<file path="config.mk">
export PLATFORM = sky130hd
export DESIGN_NAME = nbr_morph_filter
export DESIGN_NICKNAME = d
export VERILOG_FILES = /design/src/rtl/nbr_pkg.sv /design/src/rtl/nbr_pos_tracker.sv /design/src/rtl/nbr_chan_slot.sv /design/src/rtl/nbr_minmax.sv /design/src/rtl/nbr_morph_filter.sv
export SDC_FILE = /design/constraint.sdc
export NUM_CORES = 1
export LEC_CHECK = 0
export CELL_PAD_IN_SITES_DETAIL_PLACEMENT = 0
export CELL_PAD_IN_SITES_GLOBAL_PLACEMENT = 1
export CORE_MARGIN = 2
export CORE_UTILIZATION = 48
export CTS_CLUSTER_DIAMETER = 100
export DETAILED_ROUTE_END_ITERATION = 6
export DONT_BUFFER_PORTS = 1
export PLACE_DENSITY_LB_ADDON = 0.25
export SETUP_SLACK_MARGIN = 0.3
export SLEW_MARGIN = 20
export SYNTH_ARGS = -nofsm -noshare
export SYNTH_HDL_FRONTEND = slang
export SYNTH_SLANG_ARGS = --single-unit
</file>
<file path="constraint.sdc">
create_clock -name clk -period 25.5 [get_ports clk]
set_input_delay 5.1 -clock clk [delete_from_list [all_inputs] [get_ports clk]]
set_output_delay 5.1 -clock clk [all_outputs]
set_load 0.01 [all_outputs]
</file>
<file path="src/rtl/nbr_pkg.sv">
// Shared constants and helpers for the neighbour-channel morphology filter.
// Assumes a fixed 3x3 window; channel k sits at row k/3-1, column k%3-1.
package nbr_pkg;
    localparam int NBR_SIDE = 3;
    localparam int NBR_NCH  = NBR_SIDE * NBR_SIDE;

    // Row offset (-1, 0, +1) of channel k within the window.
    function automatic int nbr_row_off(input int k);
        return (k / NBR_SIDE) - 1;
    endfunction

    // Column offset (-1, 0, +1) of channel k within the window.
    function automatic int nbr_col_off(input int k);
        return (k % NBR_SIDE) - 1;
    endfunction
endpackage

</file>
<file path="src/rtl/nbr_pos_tracker.sv">
// Raster position counter and in-frame neighbour mask.
// Advances one position per emitted pixel and wraps to (0,0) after the last one.
// Assumes FRAME_W >= 2 and FRAME_H >= 2.
module nbr_pos_tracker
    import nbr_pkg::*;
#(
    parameter int FRAME_W = 8,
    parameter int FRAME_H = 6
) (
    input  logic               clk,
    input  logic               rst_n,
    input  logic               advance_i,
    output logic [NBR_NCH-1:0] need_o,
    output logic               first_o,
    output logic               last_o
);
    localparam int COL_W = (FRAME_W > 1) ? $clog2(FRAME_W) : 1;
    localparam int ROW_W = (FRAME_H > 1) ? $clog2(FRAME_H) : 1;
    localparam logic [COL_W-1:0] COL_LAST = COL_W'(FRAME_W - 1);
    localparam logic [ROW_W-1:0] ROW_LAST = ROW_W'(FRAME_H - 1);

    logic [COL_W-1:0] col_q;
    logic [ROW_W-1:0] row_q;
    logic at_top, at_bot, at_lft, at_rgt;

    // Step the raster position on each emitted pixel.
    always_ff @(posedge clk) begin
        if (!rst_n) begin
            col_q <= '0;
            row_q <= '0;
        end else if (advance_i) begin
            if (col_q == COL_LAST) begin
                col_q <= '0;
                row_q <= (row_q == ROW_LAST) ? '0 : row_q + 1'b1;
            end else begin
                col_q <= col_q + 1'b1;
            end
        end
    end

    // Frame edge flags for the current position.
    always_comb begin
        at_top = (row_q == '0);
        at_bot = (row_q == ROW_LAST);
        at_lft = (col_q == '0);
        at_rgt = (col_q == COL_LAST);
    end

    assign first_o = at_top & at_lft;
    assign last_o  = at_bot & at_rgt;

    // One mask bit per channel: set when that neighbour lies inside the frame.
    for (genvar k = 0; k < NBR_NCH; k++) begin : g_need
        localparam int DR = nbr_row_off(k);
        localparam int DC = nbr_col_off(k);
        logic row_ok, col_ok;
        always_comb begin
            row_ok = (DR < 0) ? !at_top : ((DR > 0) ? !at_bot : 1'b1);
            col_ok = (DC < 0) ? !at_lft : ((DC > 0) ? !at_rgt : 1'b1);
        end
        assign need_o[k] = row_ok & col_ok;
    end

    // position never leaves the frame.
    p_pos_range_r4: assert property (@(posedge clk) disable iff (!rst_n)
        (32'(col_q) < FRAME_W) && (32'(row_q) < FRAME_H));

    // the last pixel is followed by (0,0).
    p_wrap_r4: assert property (@(posedge clk) disable iff (!rst_n)
        (advance_i && last_o) |=> first_o);

    // only corner, edge or interior window sizes occur.
    p_need_count_r3: assert property (@(posedge clk) disable iff (!rst_n)
        ($countones(need_o) == 4) || ($countones(need_o) == 6) ||
        ($countones(need_o) == 9));
endmodule

</file>
<file path="src/rtl/nbr_chan_slot.sv">
// Single-entry holding slot for one neighbour channel.
// Accepts one value per pixel when that channel is required, then holds it
// until the pixel is emitted (clear_i). Assumes need_i is stable between clears.
module nbr_chan_slot #(
    parameter int DW = 8
) (
    input  logic          clk,
    input  logic          rst_n,
    input  logic          need_i,
    input  logic          clear_i,
    input  logic          valid_i,
    input  logic [DW-1:0] data_i,
    output logic          ready_o,
    output logic          got_o,
    output logic [DW-1:0] data_o
);
    logic got_q;
    logic [DW-1:0] data_q;

    assign ready_o = need_i & ~got_q;

    // Track whether this pixel's value has arrived and keep it.
    always_ff @(posedge clk) begin
        if (!rst_n) begin
            got_q  <= 1'b0;
            data_q <= '0;
        end else if (clear_i) begin
            got_q <= 1'b0;
        end else if (valid_i && ready_o) begin
            got_q  <= 1'b1;
            data_q <= data_i;
        end
    end

    assign got_o  = got_q;
    assign data_o = data_q;
endmodule

</file>
<file path="src/rtl/nbr_minmax.sv">
// Masked min/max reduction over the nine held channel values.
// Masked-out lanes take the identity: all-ones for min, zero for max.
module nbr_minmax
    import nbr_pkg::*;
#(
    parameter int DW = 8
) (
    input  logic [NBR_NCH*DW-1:0] vals_i,
    input  logic [NBR_NCH-1:0]    mask_i,
    input  logic                  dilate_i,
    output logic [DW-1:0]         res_o
);
    logic [DW-1:0] acc;
    logic [DW-1:0] lane;

    // Linear scan keeping the running extreme of the included lanes.
    always_comb begin
        acc  = dilate_i ? '0 : '1;
        lane = '0;
        for (int k = 0; k < NBR_NCH; k++) begin
            lane = vals_i[k*DW +: DW];
            if (mask_i[k]) begin
                if (dilate_i) begin
                    if (lane > acc) acc = lane;
                end else begin
                    if (lane < acc) acc = lane;
                end
            end
        end
    end

    assign res_o = acc;
endmodule

</file>
<file path="src/rtl/nbr_morph_filter.sv">
// 3x3 erosion/dilation over nine position-labelled input channels.
// Visits pixels in raster order, pops only in-frame neighbour channels,
// reduces them and emits one pixel on a valid/ready output register.
// Assumes FRAME_W >= 2 and FRAME_H >= 2.
module nbr_morph_filter
    import nbr_pkg::*;
#(
    parameter int DW      = 8,
    parameter int FRAME_W = 8,
    parameter int FRAME_H = 6
) (
    input  logic                  clk,
    input  logic                  rst_n,
    input  logic                  mode_dilate_i,
    input  logic [NBR_NCH-1:0]    ch_valid_i,
    input  logic [NBR_NCH*DW-1:0] ch_data_i,
    output logic [NBR_NCH-1:0]    ch_ready_o,
    output logic                  out_valid_o,
    output logic [DW-1:0]         out_data_o,
    input  logic                  out_ready_i
);
    logic [NBR_NCH-1:0]    need;
    logic [NBR_NCH-1:0]    got;
    logic [NBR_NCH*DW-1:0] held;
    logic                  first_px, last_px;
    logic                  all_got, load;
    logic                  frame_dilate_q, eff_dilate;
    logic [DW-1:0]         red_res;

    assign all_got    = &(got | ~need);
    assign load       = all_got & (~out_valid_o | out_ready_i);
    assign eff_dilate = first_px ? mode_dilate_i : frame_dilate_q;

    nbr_pos_tracker #(.FRAME_W(FRAME_W), .FRAME_H(FRAME_H)) u_pos (
        .clk      (clk),
        .rst_n    (rst_n),
        .advance_i(load),
        .need_o   (need),
        .first_o  (first_px),
        .last_o   (last_px)
    );

    for (genvar k = 0; k < NBR_NCH; k++) begin : g_slot
        nbr_chan_slot #(.DW(DW)) u_slot (
            .clk    (clk),
            .rst_n  (rst_n),
            .need_i (need[k]),
            .clear_i(load),
            .valid_i(ch_valid_i[k]),
            .data_i (ch_data_i[k*DW +: DW]),
            .ready_o(ch_ready_o[k]),
            .got_o  (got[k]),
            .data_o (held[k*DW +: DW])
        );
    end

    nbr_minmax #(.DW(DW)) u_red (
        .vals_i  (held),
        .mask_i  (need),
        .dilate_i(eff_dilate),
        .res_o   (red_res)
    );

    // Latch the frame's mode when its first pixel is emitted.
    always_ff @(posedge clk) begin
        if (!rst_n) begin
            frame_dilate_q <= 1'b0;
        end else if (load && first_px) begin
            frame_dilate_q <= mode_dilate_i;
        end
    end

    // Output register with valid/ready handshake.
    always_ff @(posedge clk) begin
        if (!rst_n) begin
            out_valid_o <= 1'b0;
            out_data_o  <= '0;
        end else if (load) begin
            out_valid_o <= 1'b1;
            out_data_o  <= red_res;
        end else if (out_ready_i) begin
            out_valid_o <= 1'b0;
        end
    end

    // a stalled output holds its value.
    p_out_hold_r7: assert property (@(posedge clk) disable iff (!rst_n)
        (out_valid_o && !out_ready_i) |=> (out_valid_o && $stable(out_data_o)));

    // after an emit every slot re-arms on exactly the new pixel's neighbours.
    p_rearm_r6: assert property (@(posedge clk) disable iff (!rst_n)
        load |=> (ch_ready_o == need));

    // never ready on a channel outside the frame.
    p_no_outside_ready_r5: assert property (@(posedge clk) disable iff (!rst_n)
        (ch_ready_o & ~need) == '0);
endmodule

</file>
==> results.cfg <==
[drt]
ant_nets = 0
wl_per_cell_um = 18.9
drc = 0
vias_per_cell = 5.91
dr_total_vias = 6790
dr.pass1.iters = 7
drt_iter0_markers = 514
drt-total-wl_mm = 21.7

[global_route]
grt_use_met1_pct = 35.3
grt_util_met2_pct = 42.4
grt_pass1_wl_mm = 34.6
grt_max_degree = 98
grtUsageTotal_pct = 26.2
top_usage_layer = met2
antenna_found_initial = 0
grt_pass1_vias = 6338
overflow = 0
use_met3_pct = 4.88

[logic_synthesis]
ys_ff_latch = 97
synth_top_area_share_pct = 25.4
ys_types = 89
yosys.area.top_type = dfxtp_1
syn_avg_cell_area_um2 = 7.93
synth-edff-count = 0
syn_area_um2 = 7660
synth_most_common_cell = nand2_1
yosys-top-cells-count = nand2_1 (152), dfxtp_1 (97), nor2_1 (87), ha_1 (72), a21boi_0 (61)
yosys_warnings = 0
syn_nets = 1123
synth_area_leaders = dfxtp_1 (25%), ha_1 (12%), nand2_1 (7.4%)
synth-main-ff-cell = dfxtp_1
synth-seq-area-share_pct = 25.4
synth_cells = 966
async_flop_share_pct = 0

[sta]
setup_viol = 0
slew_violations = 0
relSlewSlack_pct = 36.1
timing.fmax_mhz = 42.7
fin_crit_ps = 23410
final_hold_viol_count = 0
fin_crit_sh_pct = 91.8
tns_ps = 0
rsz0062_at_grt = no
worst_slew_pin_slew_ps = 955
fin_worst_skew_ps = 10.8

[die]
num_rows = 46
dieHeight_um = 130
start_util_pct = 48.7
ios = 103
core_area_um2 = 15700
die-area_um2 = 17000
die_w_um = 130

[worst_setup_path]
end_kind = flip-flop
critical_path_peak_fanout = 21
startpoint_type = input pin
path_class = in2reg
cp.arrival_ps = 23640
crit_path_max_incr_delay_ps = 500
crit_start = mode_dilate_i
path_common_cell = a21oi_1
r2r-start = u_pos.col_q[0]
crit_slowest_cell = o31ai_1
cp.required_ps = 25730

[power_and_ir_drop]
cellLeakagePower_nw = 3.06
ir_drop_mv = 0.0333
power_per_cell_area_nw_per_um2 = 51.9

[finish]
drive_gt1_share_pct = 9.23
diodes = 0
fill_cells = 1559
design_area_um2 = 8020
fin_cells = 1148
syn2layout_area_growth_pct = 4.75
nNetsFinal = 1084

[job]
max_cap_violations = 0

[clock_network]
clkLatencyLatePin_ps = 360
clockRootBuffer = clkbuf_16
cts_tree = done
h-tree-depth = 3
cts_buffer_depth = 2
ctsHoldBuffers = 0
cts.clk_slew.worst_paths_ps = 70
numCtsBuffers = 9
cts_num_sinks = 97

[placed_design]
place_hpwl_mm = 16.9
gp_congestion = 0.956
place_area_um2 = 7680
portBuffers = 0
place.detailed.instances = 1132

[worst_hold_path]
hp-start = g_slot[6].u_slot.got_o
min_path_type = reg2reg

[outcome]
status = complete, no violations
==> registers in the layout, summed over array words and instances (netlist names) <==
name and cells:
g_slot.u_slot.data_o 72, g_slot.u_slot.got_o 9, out_data_o 8, u_pos.col_q 3, u_pos.row_q 3, frame_dilate_q 1, out_valid_o 1
==> cells in the final DEF (no fill, tap or decap), types with 4 or more instances in the layout <==
cell / count
inv_6: 4
o31ai_1: 4
mux2i_1: 22
nand4_1: 16
or2_2: 6
a211oi_1: 14
nor2_1: 86
and3_1: 5
a21boi_0: 61
nor4_1: 4
clkbuf_16: 9
o21ai_1: 4
nor2b_1: 32
a21oi_1: 60
or3_1: 8
buf_4: 4
ha_1: 72
o211ai_1: 15
o21a_1: 9
a31oi_1: 4
inv_1: 23
dfxtp_1: 97
nand2_1: 152
o21ai_2: 4
o21ai_0: 25
nor3_1: 11
and2_1: 13
nand3_1: 34
a21o_1: 23
nand2b_1: 13
a22oi_1: 4
==> worst max-delay path, delay by kind of cell <==
kind	cells	cell delay (ps)
buf+inv	4	810
compound gates	35	8220
simple gates	27	5530
fa+ha+maj	9	2810
mux	4	1160
==> final timing paths <==
path	cells past startpoint	end	slack, ps
worst max-delay path	79	out_data_o[7]	2090
worst min-delay path	2	g_slot[6].u_slot.got_o	470
worst max register to register	83	out_data_o[7]	5840
worst min register to register	2	g_slot[6].u_slot.got_o	470
==> cell type report <==
| class | instances | area, um^2 | share of cell area, % |
|---|---|---|---|
| repair buffers | 4 | 30.0 | 0.374 |
| inverters | 24 | 90.1 | 1.12 |
| clock inverters | 6 | 95.1 | 1.19 |
| well taps | 216 | 270 | 3.37 |
| multi-input cells | 791 | 5360 | 66.8 |
| clock buffers | 10 | 239 | 2.98 |
| flip-flops and latches | 97 | 1940 | 24.2 |
==> per-stage QoR <==
stage	power [mW]	util, %	hold WS [ps]	setup slack [ps]
finish	0.416	51.1	468	2090
global route	0.439	51.1	490	411
CTS	0.419	51.0	468	2090
detailed placement	0.265	48.9	459	1760
global placement	0.266	48.9	448	1900
floorplan	0.246	-	426	4290
==> report_power, final <==
group	total, mW	internal (mW)	switching [mW]
sequential	0.159	0.155	0.00424
clock	0.152	0.0901	0.0623
combinational	0.104	0.0422	0.0622
total	0.416	0.287	0.129
==> layer usage <==
metal | part of all wire (%) | up-vias
li1 | - | 3407
met1 | 45 | 3129
met2 | 45 | 226
met3 | 7.0 | 28
met4 | 2.6 | 0
met5 | 0 | -
==> kinds of logic after synthesis <==
group | after synthesis | share of synthesized area [%]
compound gates | 292 | 29.6
xor+xnor | 1 | 0.114
fa+ha+maj | 72 | 11.8
buf+inv | 78 | 4.77
flops | 97 | 25.4
mux | 26 | 3.50
simple gates | 400 | 24.9
==> timing repair <==
item | in CTS | in global routing
resized for setup | 0 | 3
endpoints found under the hold margin | 0 | 0
buffers inserted | 0 | 0
endpoints found under the setup margin | 0 | 8
Note: power is estimated with default switching activity, not from simulation.
